`src/rtl/tmr_pkg.sv`:
```
package tmr_pkg;
  // Control bit positions; software relies on them
  localparam int CtlOneShot  = 0;
  localparam int CtlWide     = 1;
  localparam int CtlPsLo     = 2;
  localparam int CtlIntEn    = 5;
  localparam int CtlPeriodic = 6;
  localparam int CtlRun      = 7;
  localparam int CtrlW       = 8;

  // Register word offsets
  localparam logic [2:0] OffLoad   = 3'd0;
  localparam logic [2:0] OffCount  = 3'd1;
  localparam logic [2:0] OffCtrl   = 3'd2;
  localparam logic [2:0] OffIntClr = 3'd3;
  localparam logic [2:0] OffRawSt  = 3'd4;
  localparam logic [2:0] OffMaskSt = 3'd5;
  localparam logic [2:0] OffBgLoad = 3'd6;

  // Strobes from control to datapath
  typedef struct packed {
    logic loadNow;  // store reload value and force the counter
    logic bgLoad;   // store reload value only
    logic intClr;   // clear raw interrupt flag
    logic tick;     // decrement (or expire) this cycle
  } tmrStrobes_t;
endpackage

```
`src/rtl/tmr_ctrl.sv`:
```
module tmr_ctrl
  import tmr_pkg::*;
#(
  parameter int OFF_W = 3,
  parameter int PS_W  = 8
) (
  input  logic              clk,
  input  logic              rstN,
  input  logic              tmrClkEn,
  input  logic              sel,
  input  logic              wrEn,
  input  logic [OFF_W-1:0]  wordOff,
  input  logic [CtrlW-1:0]  wrCtrl,
  input  logic              expire,
  output logic [CtrlW-1:0]  ctrlReg,
  output tmrStrobes_t       strb
);
  localparam logic [PS_W-1:0] PsMax = PS_W'((1 << PS_W) - 1);
  localparam logic [PS_W-1:0] PsMid = PS_W'((1 << (PS_W / 2)) - 1);
  localparam logic [CtrlW-1:0] CtrlRst = CtrlW'(1 << CtlIntEn);

  logic            wr;
  logic            ctrlWr;
  logic [PS_W-1:0] psCnt;
  logic [PS_W-1:0] psLimit;
  logic            psEnd;

  assign wr     = sel & wrEn;
  assign ctrlWr = wr && (wordOff == OFF_W'(OffCtrl));

  always_comb begin
    case (ctrlReg[CtlPsLo +: 2])
      2'b01:   psLimit = PsMid;
      2'b10:   psLimit = PsMax;
      default: psLimit = '0;
    endcase
  end

  assign psEnd = (psCnt == psLimit);

  always_ff @(posedge clk or negedge rstN) begin
    if (!rstN) begin
      psCnt <= '0;
    end else if (ctrlWr) begin
      psCnt <= '0;
    end else if (tmrClkEn) begin
      psCnt <= psEnd ? '0 : psCnt + PS_W'(1);
    end
  end

  always_ff @(posedge clk or negedge rstN) begin
    if (!rstN) begin
      ctrlReg <= CtrlRst;
    end else if (ctrlWr) begin
      ctrlReg <= wrCtrl;
    end else if (expire && ctrlReg[CtlOneShot]) begin
      ctrlReg[CtlRun] <= 1'b0;
    end
  end

  always_comb begin
    strb.loadNow = wr && (wordOff == OFF_W'(OffLoad));
    strb.bgLoad  = wr && (wordOff == OFF_W'(OffBgLoad));
    strb.intClr  = wr && (wordOff == OFF_W'(OffIntClr));
    strb.tick    = ctrlReg[CtlRun] && tmrClkEn && psEnd && !ctrlWr;
  end


  oneshot_stop_chk: assert property (@(posedge clk) disable iff (!rstN)
    expire && ctrlReg[CtlOneShot] |=> !ctrlReg[CtlRun]);


  slow_prescale_chk: assert property (@(posedge clk) disable iff (!rstN)
    strb.tick && (ctrlReg[CtlPsLo +: 2] == 2'b10) |=> !strb.tick);


  ctrl_write_no_tick_chk: assert property (@(posedge clk) disable iff (!rstN)
    ctrlWr |-> !strb.tick);
endmodule

```
`src/rtl/tmr_datapath.sv`:
```
module tmr_datapath
  import tmr_pkg::*;
#(
  parameter int DATA_W = 32,
  parameter int OFF_W  = 3
) (
  input  logic              clk,
  input  logic              rstN,
  input  tmrStrobes_t       strb,
  input  logic [CtrlW-1:0]  ctrlReg,
  input  logic              sel,
  input  logic [OFF_W-1:0]  wordOff,
  input  logic [DATA_W-1:0] wrData,
  output logic [DATA_W-1:0] rdData,
  output logic              irq,
  output logic              expire
);
  localparam int HalfW = DATA_W / 2;
  localparam logic [DATA_W-1:0] HalfMask = {{(DATA_W - HalfW){1'b0}}, {HalfW{1'b1}}};

  logic [DATA_W-1:0] loadVal;
  logic [DATA_W-1:0] count;
  logic              rawFlag;
  logic [DATA_W-1:0] sizeMask;
  logic              freeRun;
  logic              intOut;
  logic [DATA_W-1:0] rdVal;

  assign sizeMask = ctrlReg[CtlWide] ? '1 : HalfMask;
  assign freeRun  = !ctrlReg[CtlOneShot] && !ctrlReg[CtlPeriodic];
  assign expire   = strb.tick && ((count & sizeMask) == '0);
  assign intOut   = rawFlag & ctrlReg[CtlIntEn];
  assign irq      = intOut;

  always_ff @(posedge clk or negedge rstN) begin
    if (!rstN) begin
      loadVal <= '0;
    end else if (strb.loadNow || strb.bgLoad) begin
      loadVal <= wrData;
    end
  end

  always_ff @(posedge clk or negedge rstN) begin
    if (!rstN) begin
      count <= '1;
    end else if (strb.loadNow) begin
      count <= wrData & sizeMask;
    end else if (expire) begin
      if (!ctrlReg[CtlOneShot]) begin
        count <= freeRun ? sizeMask : (loadVal & sizeMask);
      end
    end else if (strb.tick) begin
      count <= (count - DATA_W'(1)) & sizeMask;
    end
  end

  always_ff @(posedge clk or negedge rstN) begin
    if (!rstN) begin
      rawFlag <= 1'b0;
    end else if (expire) begin
      rawFlag <= 1'b1;
    end else if (strb.intClr) begin
      rawFlag <= 1'b0;
    end
  end

  always_comb begin
    case (wordOff)
      OFF_W'(OffLoad), OFF_W'(OffBgLoad): rdVal = loadVal;
      OFF_W'(OffCount):  rdVal = count;
      OFF_W'(OffCtrl):   rdVal = {{(DATA_W - CtrlW){1'b0}}, ctrlReg};
      OFF_W'(OffRawSt):  rdVal = {{(DATA_W - 1){1'b0}}, rawFlag};
      OFF_W'(OffMaskSt): rdVal = {{(DATA_W - 1){1'b0}}, intOut};
      default:           rdVal = '0;
    endcase
  end

  assign rdData = sel ? rdVal : '0;


  load_now_chk: assert property (@(posedge clk) disable iff (!rstN)
    strb.loadNow |=> count == $past(wrData & sizeMask));


  raw_set_chk: assert property (@(posedge clk) disable iff (!rstN)
    expire |=> rawFlag);


  raw_clear_chk: assert property (@(posedge clk) disable iff (!rstN)
    strb.intClr && !expire |=> !rawFlag);


  count_hold_chk: assert property (@(posedge clk) disable iff (!rstN)
    !strb.tick && !strb.loadNow |=> $stable(count));
endmodule

```
`src/rtl/countdown_timer.sv`:
```
module countdown_timer
  import tmr_pkg::*;
#(
  parameter int DATA_W = 32,
  parameter int OFF_W  = 3,
  parameter int PS_W   = 8
) (
  input  logic              clk,
  input  logic              rstN,
  input  logic              tmrClkEn,
  input  logic              sel,
  input  logic              wrEn,
  input  logic [OFF_W-1:0]  wordOff,
  input  logic [DATA_W-1:0] wrData,
  output logic [DATA_W-1:0] rdData,
  output logic              irq
);
  tmrStrobes_t      strb;
  logic [CtrlW-1:0] ctrlReg;
  logic             expire;

  tmr_ctrl #(.OFF_W(OFF_W), .PS_W(PS_W)) u_ctrl (
    .clk      (clk),
    .rstN     (rstN),
    .tmrClkEn (tmrClkEn),
    .sel      (sel),
    .wrEn     (wrEn),
    .wordOff  (wordOff),
    .wrCtrl   (wrData[CtrlW-1:0]),
    .expire   (expire),
    .ctrlReg  (ctrlReg),
    .strb     (strb)
  );

  tmr_datapath #(.DATA_W(DATA_W), .OFF_W(OFF_W)) u_dp (
    .clk     (clk),
    .rstN    (rstN),
    .strb    (strb),
    .ctrlReg (ctrlReg),
    .sel     (sel),
    .wordOff (wordOff),
    .wrData  (wrData),
    .rdData  (rdData),
    .irq     (irq),
    .expire  (expire)
  );
endmodule

```
`config.mk`:
```
export PLATFORM = sky130hd
export DESIGN_NAME = countdown_timer
export DESIGN_NICKNAME = d
export VERILOG_FILES = /design/src/rtl/tmr_pkg.sv /design/src/rtl/tmr_ctrl.sv /design/src/rtl/tmr_datapath.sv /design/src/rtl/countdown_timer.sv
export SDC_FILE = /design/constraint.sdc
export NUM_CORES = 1
export LEC_CHECK = 0
export ABC_AREA = 1
export BUFFER_PORTS_ARGS = -buffer_cell sky130_fd_sc_hd__buf_2
export CAP_MARGIN = 20
export CORE_AREA = 2 2 118 205
export CTS_BUF_LIST = sky130_fd_sc_hd__clkbuf_2
export CTS_CLUSTER_SIZE = 20
export DETAILED_ROUTE_END_ITERATION = 10
export DIE_AREA = 0 0 120 207
export PLACE_DENSITY = 0.39
export SLEW_MARGIN = 5
export SYNTH_ARGS = -nofsm -noshare
export SYNTH_HDL_FRONTEND = slang
export SYNTH_SLANG_ARGS = --single-unit
```
`constraint.sdc`:
```
create_clock -name clk -period 4.6 [get_ports clk]
set_clock_uncertainty 0.2 [all_clocks]
set_input_delay 0.69 -clock clk [delete_from_list [all_inputs] [get_ports clk]]
set_output_delay 0.69 -clock clk [all_outputs]
set_load 0.1 [all_outputs]
```
==> flow_summary.yaml <==
yosys:
  synth-simple-area-share: 0.378
  synthCells: 844
  muxShareOfSynthArea: 0.0158
  async_flop_share: 1.00
  netlist_top_cells_count: "nand2_1, nor2_1, inv_1, nand3_1, dfrtp_1"
  yosysMostFrequentCell: "nand2_1"
  synth_edf_count: 0
  synth_top_area_share: 0.211
  yosys_warnings: 0
  synth_top_family_by_area: "simple AND/OR/NAND/NOR gates"
  synth_compound_area_frac: 0.122
  synth_top_cell_by_area: "dfrtp_1"
  synth_flop_cell: "dfrtp_1"
  synth.yosys.seq_area_share: 0.363
  synth-seq-cells: 81
  yosysUniqueCellTypes: 44
  avgSynthCellArea_um2: 6.76
  synthAdderAreaFrac: 0.00658
  synth_area_leaders: "dfrtp_1, nand2_1, dfstp_2"
  synth_xor_area_frac: 0.0292
  synth.cell_area_um2: 5700
  syn-num-nets: 887
global_route:
  grt_overflow: 0
  grt_max_degree: 47
  busiest_layer: "met2"
  grt_first_pass_wirelength_um: 32500
  use_met1: 0.187
  grt_use_total: 0.172
  antenna_found_initial: 1
  grt.met3_usage: 0.0234
  grt_pass1_vias: 5741
  grtUsageMet2: 0.338
timing:
  fmax_ghz: 0.297
  setup_slack_ns: 1.23
  holdWs_ns: 0.0641
  period_needed_ns: 3.37
  rsz0062_at_grt: "no"
  hold_viol_final: 0
  tightest_slew_ns: 0.828
  finalCritPeriodShare: 0.732
  setup_viol: 0
  max-slew-margin-rel: 0.447
  slew_violations: 0
  setup_tns_ns: 0
worst_setup_path:
  crit_path_max_fanout: 20
  crit_required_ns: 3.71
  cp_top_family: "flip-flops"
  cp_slowest_cell: "dfrtp_1"
  crit_type: "reg2out"
  slowest_delay_ns: 0.94
  path_cells: "a22oi_1 > a21oi_1 > buf_2"
  reg2reg_from: "u_ctrl.ctrlReg[2]"
  start_kind: "flip-flop"
  cp-end-kind: "output port"
  cp.arrival_ns: 2.48
  cp_num_buf_inv: 1
  r2r_end: "u_dp.count[23]"
  reg2regPathDepth: 13
  reg2reg_slack_ns: 1.76
worst_hold_path:
  holdPathEnd: "u_dp.count[2]"
  holdPathStages: 3
  hp-start: "wrData[2]"
  hold_class: "in2reg"
die:
  die_y_um: 207
  core_um2: 23200
  ioPinCount: 73
  dieArea_um2: 24800
  start_util: 0.245
  die_w_um: 120
  rows: 74
routing:
  via_per_inst: 4.64
  drc_errors: 0
  vias: 5618
  routedWlPerCell_um: 17.2
  firstDrtPassIters: 5
  drtIter0Drc: 204
  antenna_left: 0
  wl_um: 20800
layout:
  nNetsFinal: 945
  post-route-util: 0.278
  drive_gt1_frac: 0.196
  design_area_um2: 6470
  areaGrowthSynthToFinish_pct: 13.4
clock_network:
  cts_tree: "done"
  clk_pin_slew_worst_paths_ns: 0.26
  htree_levels: 3
  clk_path_buf_depth: 2
  numCtsBuffers: 9
  clk-insertion-delay-late_ns: 0.63
  root_buffer: "clkbuf_2"
  cts.sinks: 81
place:
  routabilityCongestion: 0.828
  dpl.hpwl_um: 15000
  place_ws_ns: 1.27
  placement.io_buffers: 72
  detailed_place.area_um2: 6320
power:
  peakVddDrop_mv: 0.162
  power.share.clock: 0.157
  p_comb_frac: 0.443
  intPower_uw: 1570
  p_switching_uw: 1410
  switching_share: 0.474
  leakage_uw: 0.00326
  power_density_nw_per_um2: 460
  seqPwrFrac: 0.400
flow_run:
  max_cap_violations: 0
run_status:
  status: "complete, no violations"
[kinds of logic (layout without fill, tap and decap cells)]
logic type	after synthesis	count (layout)
compound gates	112	112
xor+xnor	19	19
fa+ha+maj	3	3
buf+inv	110	173
flops	81	81
mux	8	8
other cells	0	1
simple gates	511	511
[cells in the final DEF (no fill, tap or decap), types with 2 or more instances in the layout]
cell type | Yosys | final
nor2_1 | 160 | 160
nor2_4 | 2 | 2
a221oi_1 | 5 | 5
o21ai_0 | 39 | 39
o22ai_1 | 2 | 2
nor3_1 | 2 | 2
o21bai_1 | 3 | 3
clkbuf_2 | 0 | 13
o21a_1 | 2 | 2
nor2_2 | 11 | 11
nand3_1 | 65 | 65
nand2_2 | 5 | 6
dfrtp_1 | 48 | 48
or2_2 | 6 | 6
a21oi_4 | 2 | 2
xnor2_1 | 10 | 10
inv_1 | 68 | 68
mux2_2 | 8 | 8
nand4_1 | 7 | 7
o21ai_1 | 9 | 9
a22oi_1 | 25 | 25
a21oi_1 | 20 | 20
buf_2 | 5 | 71
xor2_1 | 9 | 9
ha_1 | 3 | 3
nand3_2 | 2 | 2
buf_4 | 3 | 13
nand2_1 | 244 | 243
bufinv_16 | 0 | 2
dfstp_2 | 33 | 33
inv_2 | 4 | 4
[worst reg2reg max path, stage by stage (launching register included)]
cell and delay, ns:
dfrtp_1 0.44, inv_1 0.09, ha_1 0.23, inv_1 0.13, nor2_1 0.06, nand3_1 0.08
nand2_1 0.07, nand2_2 0.13, nor2_8 0.13, a21oi_4 0.69, buf_4 0.33, nor2_1 0.06
nand2_1 0.07, nand2_1 0.05
[state kept, by name, summed over array words and instances (netlist names)]
signal / cells
u_dp.count: 32
u_ctrl.psCnt: 8
u_ctrl.ctrlReg: 8
u_dp.rawFlag: 1
u_dp.loadVal: 32
[cell type report]
type / count / area, µm²
antenna: 1 / 2.50
tap: 304 / 380
clock buffer: 13 / 65.1
inverter: 72 / 270
multi-input combinational: 653 / 3150
fill: 2665 / 16800
timing repair buffer: 85 / 463
clock inverter: 3 / 65.1
sequential: 81 / 2070
[power groups by stage]
stage	logic [µW]	registers, µW	clock network, µW
after global routing	1500	1220	513
after floorplan	1030	1100	0
after global placement	1330	1210	0
after detailed placement	1330	1210	0
after CTS	1340	1200	491
final	1320	1190	468
[worst max-delay path by stage]
stage	start	to	slack, ns	cells after the start
floorplan	wordOff[0]	rdData[1]	0.81	5
global placement	wordOff[1]	rdData[2]	1.27	8
detailed placement	wordOff[1]	rdData[0]	1.27	8
CTS	u_ctrl.ctrlReg[1]	rdData[1]	1.15	3
global route	u_ctrl.ctrlReg[1]	rdData[1]	1.04	3
finish	u_ctrl.ctrlReg[1]	rdData[1]	1.23	3
[through the flow]
step	std cells	total power, µW
floorplan	844	2140
global route	1212	3240
finish	1212	2980
CTS	1211	3020
global placement	1194	2540
detailed placement	1194	2540
[routing by layer]
layer | vias to the layer above | routed length (µm)
met5 | - | 0
met4 | 0 | 270
met3 | 16 | 568
met2 | 85 | 12100
met1 | 2698 | 7910
li1 | 2819 | -
[timing repair]
action | 4_1_cts | 5_1_grt
setup buffers | 0 | 0
resized for setup | 0 | 0
hold buffers | 1 | 0
hold endpoints to repair | 18 | 0
No activity file was read; power rests on OpenSTA's default activity.
